File: src/rtl/uart_evt_pkg.sv
package uart_evt_pkg;
  localparam int EV_W      = 16;
  localparam int EV_USED   = 6;
  localparam int EVB_RXB   = 0;
  localparam int EVB_TXD   = 1;
  localparam int EVB_IDLE  = 2;
  localparam int EVB_BRKS  = 3;
  localparam int EVB_BRKE  = 4;
  localparam int EVB_CTRL  = 5;

  typedef enum logic [0:0] {
    SEL_EVENT = 1'b0,
    SEL_MASK  = 1'b1
  } reg_sel_e;
endpackage

File: src/rtl/uevt_buf_tracker.sv
module uevt_buf_tracker #(
  parameter int CNT_W  = 8,
  parameter int IDLE_W = 16
) (
  input  logic              clk,
  input  logic              rst,
  input  logic              chr_any,
  input  logic              chr_store,
  input  logic              chr_err,
  input  logic              idle_tick,
  input  logic [CNT_W-1:0]  buf_size,
  input  logic [IDLE_W-1:0] max_idle,
  output logic              close_now,
  output logic [CNT_W-1:0]  fill
);
  logic [CNT_W-1:0]  fill_q, fill_n;
  logic [IDLE_W-1:0] idle_q, idle_n;
  logic [CNT_W:0]    fill_inc;
  logic [IDLE_W:0]   idle_inc;

  assign fill_inc = {1'b0, fill_q} + 1'b1;
  assign idle_inc = {1'b0, idle_q} + 1'b1;

  always_comb begin
    fill_n    = fill_q;
    idle_n    = idle_q;
    close_now = 1'b0;
    if (chr_any) begin
      // any character restarts the quiet-time count
      idle_n = '0;
      if (chr_store) begin
        if (chr_err || (fill_inc >= {1'b0, buf_size})) begin
          close_now = 1'b1;
          fill_n    = '0;
        end else begin
          fill_n = fill_inc[CNT_W-1:0];
        end
      end
    end else if (idle_tick && (fill_q != '0) && (max_idle != '0)) begin
      if (idle_inc >= {1'b0, max_idle}) begin
        close_now = 1'b1;
        fill_n    = '0;
        idle_n    = '0;
      end else begin
        idle_n = idle_inc[IDLE_W-1:0];
      end
    end
  end

  always_ff @(posedge clk) begin
    if (rst) begin
      fill_q <= '0;
      idle_q <= '0;
    end else begin
      fill_q <= fill_n;
      idle_q <= idle_n;
    end
  end

  assign fill = fill_q;
endmodule

File: src/rtl/uevt_line_watch.sv
module uevt_line_watch (
  input  logic clk,
  input  logic rst,
  input  logic chr_any,
  input  logic is_brk,
  input  logic is_ctl,
  input  logic idle_tick,
  output logic ev_idle,
  output logic ev_brks,
  output logic ev_brke,
  output logic ev_ctrl
);
  logic busy_q;
  logic brk_q;

  always_comb begin
    ev_ctrl = chr_any & is_ctl & ~is_brk;
    ev_brks = chr_any & is_brk & ~brk_q;
    ev_brke = brk_q & ((chr_any & ~is_brk) | (~chr_any & idle_tick));
    ev_idle = ~chr_any & idle_tick & busy_q;
  end

  always_ff @(posedge clk) begin
    if (rst) begin
      busy_q <= 1'b0;
      brk_q  <= 1'b0;
    end else if (chr_any) begin
      busy_q <= 1'b1;
      brk_q  <= is_brk;
    end else if (idle_tick) begin
      busy_q <= 1'b0;
      brk_q  <= 1'b0;
    end
  end
endmodule

File: src/rtl/uevt_reg_bank.sv
module uevt_reg_bank
  import uart_evt_pkg::*;
#(
  parameter int REG_W = 16,
  parameter int USED  = 6
) (
  input  logic             clk,
  input  logic             rst,
  input  logic [USED-1:0]  ev_set,
  input  logic             we,
  input  reg_sel_e         sel,
  input  logic [REG_W-1:0] wdata,
  output logic [REG_W-1:0] rdata,
  output logic             irq,
  output logic [REG_W-1:0] ev_out,
  output logic [REG_W-1:0] mask_out
);
  logic [REG_W-1:0] ev_q, mask_q, clr_vec, set_vec, live;

  genvar gi;
  generate
    for (gi = 0; gi < REG_W; gi++) begin : g_bits
      if (gi < USED) begin : g_live
        assign live[gi]    = 1'b1;
        assign set_vec[gi] = ev_set[gi];
      end else begin : g_resv
        assign live[gi]    = 1'b0;
        assign set_vec[gi] = 1'b0;
      end
    end
  endgenerate

  assign clr_vec = (we && sel == SEL_EVENT) ? wdata : '0;

  always_ff @(posedge clk) begin
    if (rst) begin
      ev_q   <= '0;
      mask_q <= '0;
      rdata  <= '0;
      irq    <= 1'b0;
    end else begin
      ev_q <= ((ev_q & ~clr_vec) | set_vec) & live;
      if (we && sel == SEL_MASK) mask_q <= wdata;
      rdata <= (sel == SEL_MASK) ? mask_q : ev_q;
      irq   <= |(ev_q & mask_q);
    end
  end

  assign ev_out   = ev_q;
  assign mask_out = mask_q;
endmodule

File: src/rtl/uart_evt_ctrl.sv
module uart_evt_ctrl
  import uart_evt_pkg::*;
#(
  parameter int CNT_W  = 8,
  parameter int IDLE_W = 16
) (
  input  logic              clk,
  input  logic              rst,
  input  logic              rx_valid,
  input  logic              rx_frame_err,
  input  logic              rx_brk,
  input  logic              rx_ctl_hit,
  input  logic              idle_tick,
  input  logic              tx_done,
  input  logic              tx_irq_req,
  input  logic [CNT_W-1:0]  buf_size,
  input  logic [IDLE_W-1:0] max_idle,
  input  logic              reg_we,
  input  logic              reg_addr,
  input  logic [EV_W-1:0]   reg_wdata,
  output logic [EV_W-1:0]   reg_rdata,
  output logic              irq
);
  logic              chr_store;
  logic              close_now;
  logic [CNT_W-1:0]  fill_cnt;
  logic              ev_idle, ev_brks, ev_brke, ev_ctrl;
  logic [EV_USED-1:0] ev_set;
  logic [EV_W-1:0]   ev_vec, mask_vec;

  assign chr_store = rx_valid & ~rx_brk & ~rx_ctl_hit;

  uevt_buf_tracker #(.CNT_W(CNT_W), .IDLE_W(IDLE_W)) u_trk (
    .clk       (clk),
    .rst       (rst),
    .chr_any   (rx_valid),
    .chr_store (chr_store),
    .chr_err   (rx_frame_err),
    .idle_tick (idle_tick),
    .buf_size  (buf_size),
    .max_idle  (max_idle),
    .close_now (close_now),
    .fill      (fill_cnt)
  );

  uevt_line_watch u_line (
    .clk       (clk),
    .rst       (rst),
    .chr_any   (rx_valid),
    .is_brk    (rx_brk),
    .is_ctl    (rx_ctl_hit),
    .idle_tick (idle_tick),
    .ev_idle   (ev_idle),
    .ev_brks   (ev_brks),
    .ev_brke   (ev_brke),
    .ev_ctrl   (ev_ctrl)
  );

  always_comb begin
    ev_set            = '0;
    ev_set[EVB_RXB]   = close_now;
    ev_set[EVB_TXD]   = tx_done & tx_irq_req;
    ev_set[EVB_IDLE]  = ev_idle;
    ev_set[EVB_BRKS]  = ev_brks;
    ev_set[EVB_BRKE]  = ev_brke;
    ev_set[EVB_CTRL]  = ev_ctrl;
  end

  uevt_reg_bank #(.REG_W(EV_W), .USED(EV_USED)) u_regs (
    .clk      (clk),
    .rst      (rst),
    .ev_set   (ev_set),
    .we       (reg_we),
    .sel      (reg_sel_e'(reg_addr)),
    .wdata    (reg_wdata),
    .rdata    (reg_rdata),
    .irq      (irq),
    .ev_out   (ev_vec),
    .mask_out (mask_vec)
  );
endmodule

File: config.mk
export PLATFORM = sky130hd
export DESIGN_NAME = uart_evt_ctrl
export DESIGN_NICKNAME = d
export VERILOG_FILES = /design/src/rtl/uart_evt_pkg.sv /design/src/rtl/uevt_buf_tracker.sv /design/src/rtl/uevt_line_watch.sv /design/src/rtl/uevt_reg_bank.sv /design/src/rtl/uart_evt_ctrl.sv
export SDC_FILE = /design/constraint.sdc
export NUM_CORES = 1
export LEC_CHECK = 0
export BUFFER_PORTS_ARGS = -buffer_cell sky130_fd_sc_hd__buf_2
export CAP_MARGIN = 40
export CORE_ASPECT_RATIO = 1.1
export CORE_UTILIZATION = 40
export DETAILED_ROUTE_END_ITERATION = 8
export GPL_TIMING_DRIVEN = 0
export HOLD_SLACK_MARGIN = 0.03
export PLACE_DENSITY = 0.72
export SYNTH_ARGS = -nofsm -noshare
export SYNTH_HDL_FRONTEND = slang
export SYNTH_HIERARCHICAL = 1
export SYNTH_SLANG_ARGS = --single-unit
File: constraint.sdc
create_clock -name clk -period 2.8 [get_ports clk]
set_input_delay 0.84 -clock clk [delete_from_list [all_inputs] [get_ports clk]]
set_output_delay 0.84 -clock clk [all_outputs]
set_load 0.05 [all_outputs]
Word-level counts from Yosys, hierarchy flattened
Index checks and enable logic that the tools add are counted.

storage, ports and cells
  register bits after elaboration = 65
  output and inout port bits = 17

cells by class
  muxes and demuxes = 16
  reduce and logical (&&, ||, !) cells = 13
  $lt $le $gt $ge = 2
  add/subtract/negate cells = 2
  eq/ne operators = 1
  bitwise gates (word level) = 20

operators by type and width
  kind                                            count
  2-to-1 mux 8 bit                                5
  2-to-1 mux 16 bit                               2
  adder 16 x 1 -> 17 bit (second input constant)  1
  >= comparator 17 x 16 -> 1 bit                  1
  AND 6 x 16 -> 16 bit                            1
  nonzero test 16 bit                             1
  OR reduction 16 bit                             1
  AND 1 bit                                       10
  adder 8 x 1 -> 9 bit (second input constant)    1
  >= comparator 9 x 8 -> 1 bit                    1
  2-to-1 mux 1 bit                                8
  nonzero test 8 bit                              1
  AND 6 bit                                       1
  2-to-1 mux 6 bit                                1
  inverter 6 bit                                  1
  bitwise OR 6 bit                                1
  nonzero test 2 bit                              3
  inverter 1 bit                                  5
  logical AND 1 bit                               4
  AND reduction 3 bit                             1
  != test 2 x 1 -> 1 bit (second input constant)  1
  OR reduction 2 bit                              1
  logical OR 1 bit                                1
  bitwise OR 1 bit                                1

Longest topological paths before layout
Gate-level depths: netlist of run 1.

  depth after elaboration = 7
  depth in mapped cells = 14
  gate-level depth less buffers = 13

By module
The synthesis of run 1 kept the hierarchy.

modules (own cells, without submodules)
  module            area an instance (um2)  seq. area each (um2)  instances  cells an instance
  uevt_buf_tracker  2100.8                  480.5                 1          261
  uevt_reg_bank     1428.9                  780.7                 1          153
  uevt_line_watch   100.1                   40.0                  1          13
  uart_evt_ctrl     18.8                    0.0                   1          2

Worst setup path after synthesis of run 1
No wires, ideal clock.

  path kind = register to register
  start point = register u_trk.idle_q[0]
  end point = register u_trk.idle_q[15]
  stages on the path, launching flop included = 14
  setup slack = -0.127 ns
  data arrival time = 2.812 ns
  setup time = 0.115 ns
  cells stage by stage = dfxtp_1 ha_1 and4_1 and3_1 nand3_1 xnor2_1 ha_1 and3_1 nand2_1 o311ai_1 a221oi_4 o21ai_2 buf_6 nor2_1

between the ends
  word-level cells in the longest chain between the ends = 3

ends and longest elaborated chain
  item                            RTL line                source
  from (decl)                     uevt_buf_tracker.sv:17  logic [IDLE_W-1:0] idle_q, idle_n;
  from (signal assigned)          uevt_buf_tracker.sv:56  idle_q <= idle_n;
  adder 16 x 1 -> 17 bit (*)      uevt_buf_tracker.sv:22  assign idle_inc = {1'b0, idle_q} + 1'b1;
  >= comparator 17 x 16 -> 1 bit  uevt_buf_tracker.sv:40  if (idle_inc >= {1'b0, max_idle}) begin
  2-to-1 mux 16 bit (*)           uevt_buf_tracker.sv:40

Mark *: on every way between the ends. The rest lies on a longest branch, timed or not.
A chain may end at the register's enable or synchronous reset.

Worst setup path in the final report of run 1
  start point = register u_trk.idle_q[0]
  end point = register u_trk.fill_q[6] (netlist: u_trk/fill[6])

between the ends
  word-level cells in the longest chain between the ends = 4

ends and longest elaborated chain
  item                                  RTL line                source
  adder 16 x 1 -> 17 bit                uevt_buf_tracker.sv:22
  >= comparator 17 x 16 -> 1 bit        uevt_buf_tracker.sv:40
  nonzero test 2 bit (no source line)   n/a
  AND reduction 3 bit (no source line)  n/a
  to (signal assigned)                  uevt_buf_tracker.sv:55  fill_q <= fill_n;
  to (decl)                             uevt_buf_tracker.sv:16  logic [CNT_W-1:0] fill_q, fill_n;

No other way between the ends.

==> results of run 1 <==
-- per-stage QoR --
| step | hold slack [ns] | util |
|---|---|---|
| 4_1_cts | 0.455 | 0.533 |
| 2_1_floorplan | 0.430 | - |
| 3_5_place_dp | 0.441 | 0.476 |
| 3_3_place_gp | 0.438 | 0.476 |
| 6_report | 0.451 | 0.553 |
| 5_1_grt | 0.469 | 0.553 |
-- final timing paths --
| check | start | cells past startpoint | endpoint | slack, ns |
|---|---|---|---|---|
| max | u_trk/idle_q[0]$_SDFFE_PP0P_ | 13 | u_trk/fill[6]$_SDFFE_PP0P_ | -0.08 |
| min | u_regs/mask_out[14]$_SDFFE_PP0P_ | 1 | u_regs/rdata[14]$_SDFF_PP0_ | 0.45 |
| max reg2reg | u_trk/idle_q[0]$_SDFFE_PP0P_ | 13 | u_trk/fill[6]$_SDFFE_PP0P_ | -0.08 |
| min reg2reg | u_regs/mask_out[14]$_SDFFE_PP0P_ | 1 | u_regs/rdata[14]$_SDFF_PP0_ | 0.45 |
-- flip-flops by register name (all words and copies together) (netlist names) --
| name | count |
|---|---|
| u_line/busy_q | 1 |
| u_trk/idle_q | 16 |
| u_trk/fill | 8 |
| u_regs/rdata | 16 |
| u_regs/mask_out | 16 |
| u_regs/ev_out | 6 |
| u_line/brk_q | 1 |
| u_regs/irq | 1 |
-- cells in the final DEF (no fill, tap or decap), types with 4 or more instances in the layout --
cell type,instances
buf_2,70
dfxtp_1,60
nand2_1,57
inv_1,33
a21oi_1,25
ha_1,25
nor2_1,24
buf_4,16
xor2_1,16
nand2b_1,14
and2_1,12
xnor2_1,12
buf_6,10
clkbuf_8,9
and3_1,9
mux2i_1,9
nand3_1,8
nor2_4,8
a21oi_2,7
nand3b_1,6
and4_4,5
nand4_1,5
and3_4,4
nor2_2,4
nor4_1,4
-- layer usage --
layer	global-route usage	share of wire
met1	0.211	0.43
met4	0.0709	0.013
met5	0	0
met3	0.0294	0.029
met2	0.343	0.53
-- power breakdown --
group	leakage, nW	switching [mW]	internal [mW]
clock network	0.100	0.379	0.418
logic	1.55	0.121	0.0878
registers	0.531	0.0124	0.943
total	2.18	0.513	1.45
-- repair_timing --
action,CTS,global route
resized for setup,33,37
pin swaps,16,21
setup buffers,19,2
gates cloned,1,0
endpoints found under the setup margin,25,24
-- layout make-up --
class,instances,area [um2],share of cell area
Buffer,13,95.1,0.0203
Clock buffer,9,124,0.0264
Clock inverter,7,77.6,0.0165
Inverter,33,124,0.0264
Multi-Input combinational cell,306,2300,0.490
Sequential cell,65,1320,0.280
Tap cell,111,139,0.0296
Timing Repair Buffer,87,519,0.111
==> run metrics, run 1 <==
status complete, but fails checks; failing checks negative setup slack; share of layout cells above drive strength 1 0.323; largest net degree at the start of global routing 14; fin area 0.00469 mm2; Tot Pwr 1.96 mW; Slowest-stage cell, CP dfxtp_4; Placed Area 0.00405 mm2; crit-path cells ha_4 > and4_4 > and3_4 > nand3_2 > xnor2_2 > ha_1 > and4_4 > nand2_4 > o311ai_4 > a221oi_4 > buf_12 > o21ai_4 > mux2i_1; worst setup margin -0.0768 ns; Mapped Cells 418; Die Y 101 um; Leak 2.18 nW; Synth-to-Final Area Change 31.5%; placed cell count 595; Startpoint Class register; final setup violation count 18; GRT Resource Usage Total 0.184; initial antenna violation count 0; ant diodes 0; Worst-Skew Late Latency 0.34 ns; Final GP Congestion 0.812; Port Buf Inserts 66; Max Cap Viol 0; power per cell area 418 mW/mm2; Post-CTS Hold Buffers 0; WL final 8.43 mm; clock root cell clkbuf_8; # fillers 792; Slew headroom 0.615; H-tree Lvls 3; VDD IR-drop max 474 uV; Initial Util 0.420; final hold viol count 0; synth warn 6; critical path's top delay family simple AND/OR/NAND/NOR gates; core area 0.00850 mm2; post-route ant nets 0; Ports 68; crit-path max cell delay 0.37 ns; remaining global-route overflow 0; crit path DAT 3.14 ns; drt pass-1 iters 4; pre-CTS setup slack -0.541 ns; die footprint 0.00931 mm2; period utilization 1.03; Net Count, Synth 496; WP buf/inv 1; setup TNS -0.629 ns; RSZ-0062 raised after global routing true; clock-pin transition on the worst setup and hold timing paths 0.08 ns; crit-path max FO 8; worst slew pin tran 0.577 ns; CTS tree done; Rows 35; f_max 0.348 GHz; # nets final 593; vias in the first global route 3108; wire per inst 13.4 um; DRC 0; Final Critical Period 2.88 ns; global-route wire length before repair 13.6 mm; Worst path most repeated cell and4_4; Worst Skew 0.0111 ns; Synth Area per Inst 8.54 um2; post-DP HPWL 5.92 mm; Cell Area, Synth 0.00357 mm2; vias per cell 5.03; final std cells w/o fill 631; Max Transition Viols Final 0; Min-Delay Path Class reg2reg; Setup CP Type reg2reg; DR iter-0 viols 104; routed via count 3173; TritonCTS Buffers 9; clock sink total 65; die width 92.1 um; CP required 3.06 ns; Crit. End Element register; Clock Tree Buf Depth 2
Note: power is estimated with default switching activity, not from simulation.
==> inputs of run 2 (changes only) <==
CORE_ASPECT_RATIO = 0.75   (was 1.1)
==> run 2 against run 1 <==
Compared with the run above:
- the run ends with design-rule violations, negative setup slack left
- critical path type unchanged
- final area rose by 1.1%
- largest power group is now clock
- critical endpoint unchanged
- largest cell class unchanged
- sequential power about the same
- via count rose by 0.57%
==> run metrics, run 2 (synthesis gave the netlist of run 1 again) <==
clock root cell clkbuf_16; initial antenna violation count 0; DR iter-0 viols 215; H-tree Lvls 3; largest net degree at the start of global routing 14; hold depth 2; final setup violation count 22; RSZ-0062 raised after global routing true; CP required 3.06 ns; clock share of power 0.511; # fillers 756; Rows 29; clock sink total 65; DR WL met2 4.19 mm; WL met3 410 um; power per cell area 501 mW/mm2; post-route ant nets 0; Final GP Congestion 0.841; DRC 12; crit-path max cell delay 0.37 ns; post-DP HPWL 6.08 mm; Min Hold Slack 0.449 ns; status complete, but fails checks; setup TNS -0.940 ns; crit path DAT 3.16 ns; final hold viol count 0; Max Cap Viol 0; Min-Delay Path Class reg2reg; switching pwr 561 uW; critical path's top delay family simple AND/OR/NAND/NOR gates; wire per inst 13.9 um; Tot Pwr 2.38 mW; Post-CTS Hold Buffers 0; VDD IR-drop max 288 uV; Pint 1.82 mW; Slew headroom 0.602; Crit. End Element register; crit-path max FO 8; worst setup margin -0.104 ns; worst slew pin tran 0.597 ns; GRT Resource Usage Total 0.198; routed via count 3191; die width 111 um; pre-CTS setup slack -0.510 ns; vias in the first global route 3230; Die Y 83.8 um; most frequent cells in the layout buf_2, dfxtp_1, nand2_1, inv_1, nor2_1; WL final 8.69 mm; TritonCTS Buffers 9; share of layout cells above drive strength 1 0.310; global-route wire length before repair 14.7 mm; Metal-1 WL 3.98 mm; CTS tree done; WP buf/inv 1; Worst Skew 0.00453 ns; Startpoint Class register; Slowest-stage cell, CP dfxtp_4; DR top layer met4; Switching Share 0.236; clock-pin transition on the worst setup and hold timing paths 0.06 ns; Clock Tree Buf Depth 2; drt pass-1 iters 6; Worst-Skew Late Latency 0.33 ns; Port Buf Inserts 66; remaining global-route overflow 0; Synth-to-Final Area Change 32.9%; Comb pwr share 0.087; period utilization 1.04; most common cell after layout, fill and taps aside buf_2; ant diodes 0; die footprint 0.00931 mm2; Leak 2.24 nW; Max Transition Viols Final 0; crit-path cells ha_4 > and4_4 > and3_4 > nand3_2 > xnor2_2 > ha_1 > and3_4 > nand2_4 > o311ai_4 > a221oi_4 > buf_12 > o21ai_4 > mux2i_1; Ports 68; Setup CP Type reg2reg; FF-to-FF path depth 13; core area 0.00856 mm2; Initial Util 0.417; vias per cell 5.09; # nets final 592; Final Critical Period 2.90 ns; Worst path most repeated cell and3_4; stages on the worst setup path 13; sequential fraction of design power 0.402; f_max 0.344 GHz; failing checks design-rule violations, negative setup slack
-- run 2: cell types whose count changed in the layout (fill, tap and decap cells not counted), moves of 2 or more --
| cell | before | now |
|---|---|---|
| nor2_4 | 8 | 3 |
| clkbuf_8 | 9 | 0 |
| o21ai_1 | 0 | 2 |
| clkbuf_16 | 0 | 9 |
| nor2_1 | 24 | 28 |
-- run 2: final timing paths --
check / start / endpoint / slack [ns]
worst max-delay path: u_trk/idle_q[0]$_SDFFE_PP0P_ / u_trk/fill[6]$_SDFFE_PP0P_ / -0.10
worst min-delay path: u_regs/mask_out[15]$_SDFFE_PP0P_ / u_regs/mask_out[15]$_SDFFE_PP0P_ / 0.45
worst max register to register: u_trk/idle_q[0]$_SDFFE_PP0P_ / u_trk/fill[6]$_SDFFE_PP0P_ / -0.10
worst min register to register: u_regs/mask_out[15]$_SDFFE_PP0P_ / u_regs/mask_out[15]$_SDFFE_PP0P_ / 0.45
-- run 2: per-stage QoR --
stage	std cells	instance area, um2	utilization
finish	627	4750	0.554
global route	627	4750	0.554
CTS	626	4670	0.546
detailed placement	592	4040	0.472
global placement	592	4040	0.472
floorplan	418	3580	-
-- run 2: final cells by class --
cell class | instances | area (um2) | share of cell area
inverter | 33 | 124 | 0.0261
buffer | 13 | 95.1 | 0.0200
multi-input combinational | 306 | 2230 | 0.470
sequential | 65 | 1320 | 0.277
tap | 108 | 135 | 0.0285
clock inverter | 7 | 100 | 0.0211
timing repair buffer | 86 | 520 | 0.110
clock buffer | 9 | 225 | 0.0475
-- run 2: power groups by stage --
| stage | registers (mW) | clock network [mW] | logic, mW |
|---|---|---|---|
| finish | 0.957 | 1.21 | 0.208 |
| CTS | 0.957 | 1.23 | 0.203 |
| floorplan | 0.996 | 0 | 0.0978 |
| detailed placement | 0.980 | 0 | 0.191 |
| global placement | 0.979 | 0 | 0.186 |
| global route | 0.960 | 1.29 | 0.229 |
-- run 2: routing by layer --
metal | track usage | up-vias
met2 | 0.329 | 60
met5 | 0 | -
met4 | 0.0713 | 0
met3 | 0.0537 | 13
met1 | 0.247 | 1497
li1 | - | 1621
-- run 2: repair_timing --
action                     in CTS  in global routing
setup buffers                  18                 13
pin swaps                      22                 19
gates resized for setup        37                 22
gates cloned                    1                  0
setup endpoints to repair      25                 25
-- run 2: worst min-delay path, delay by kind of cell (launching register included) --
family	cells	cell delay (ns)
AND/OR/NAND/NOR	1	0.05
flip-flops	1	0.30
AO/OA/AOI/OAI	1	0.05
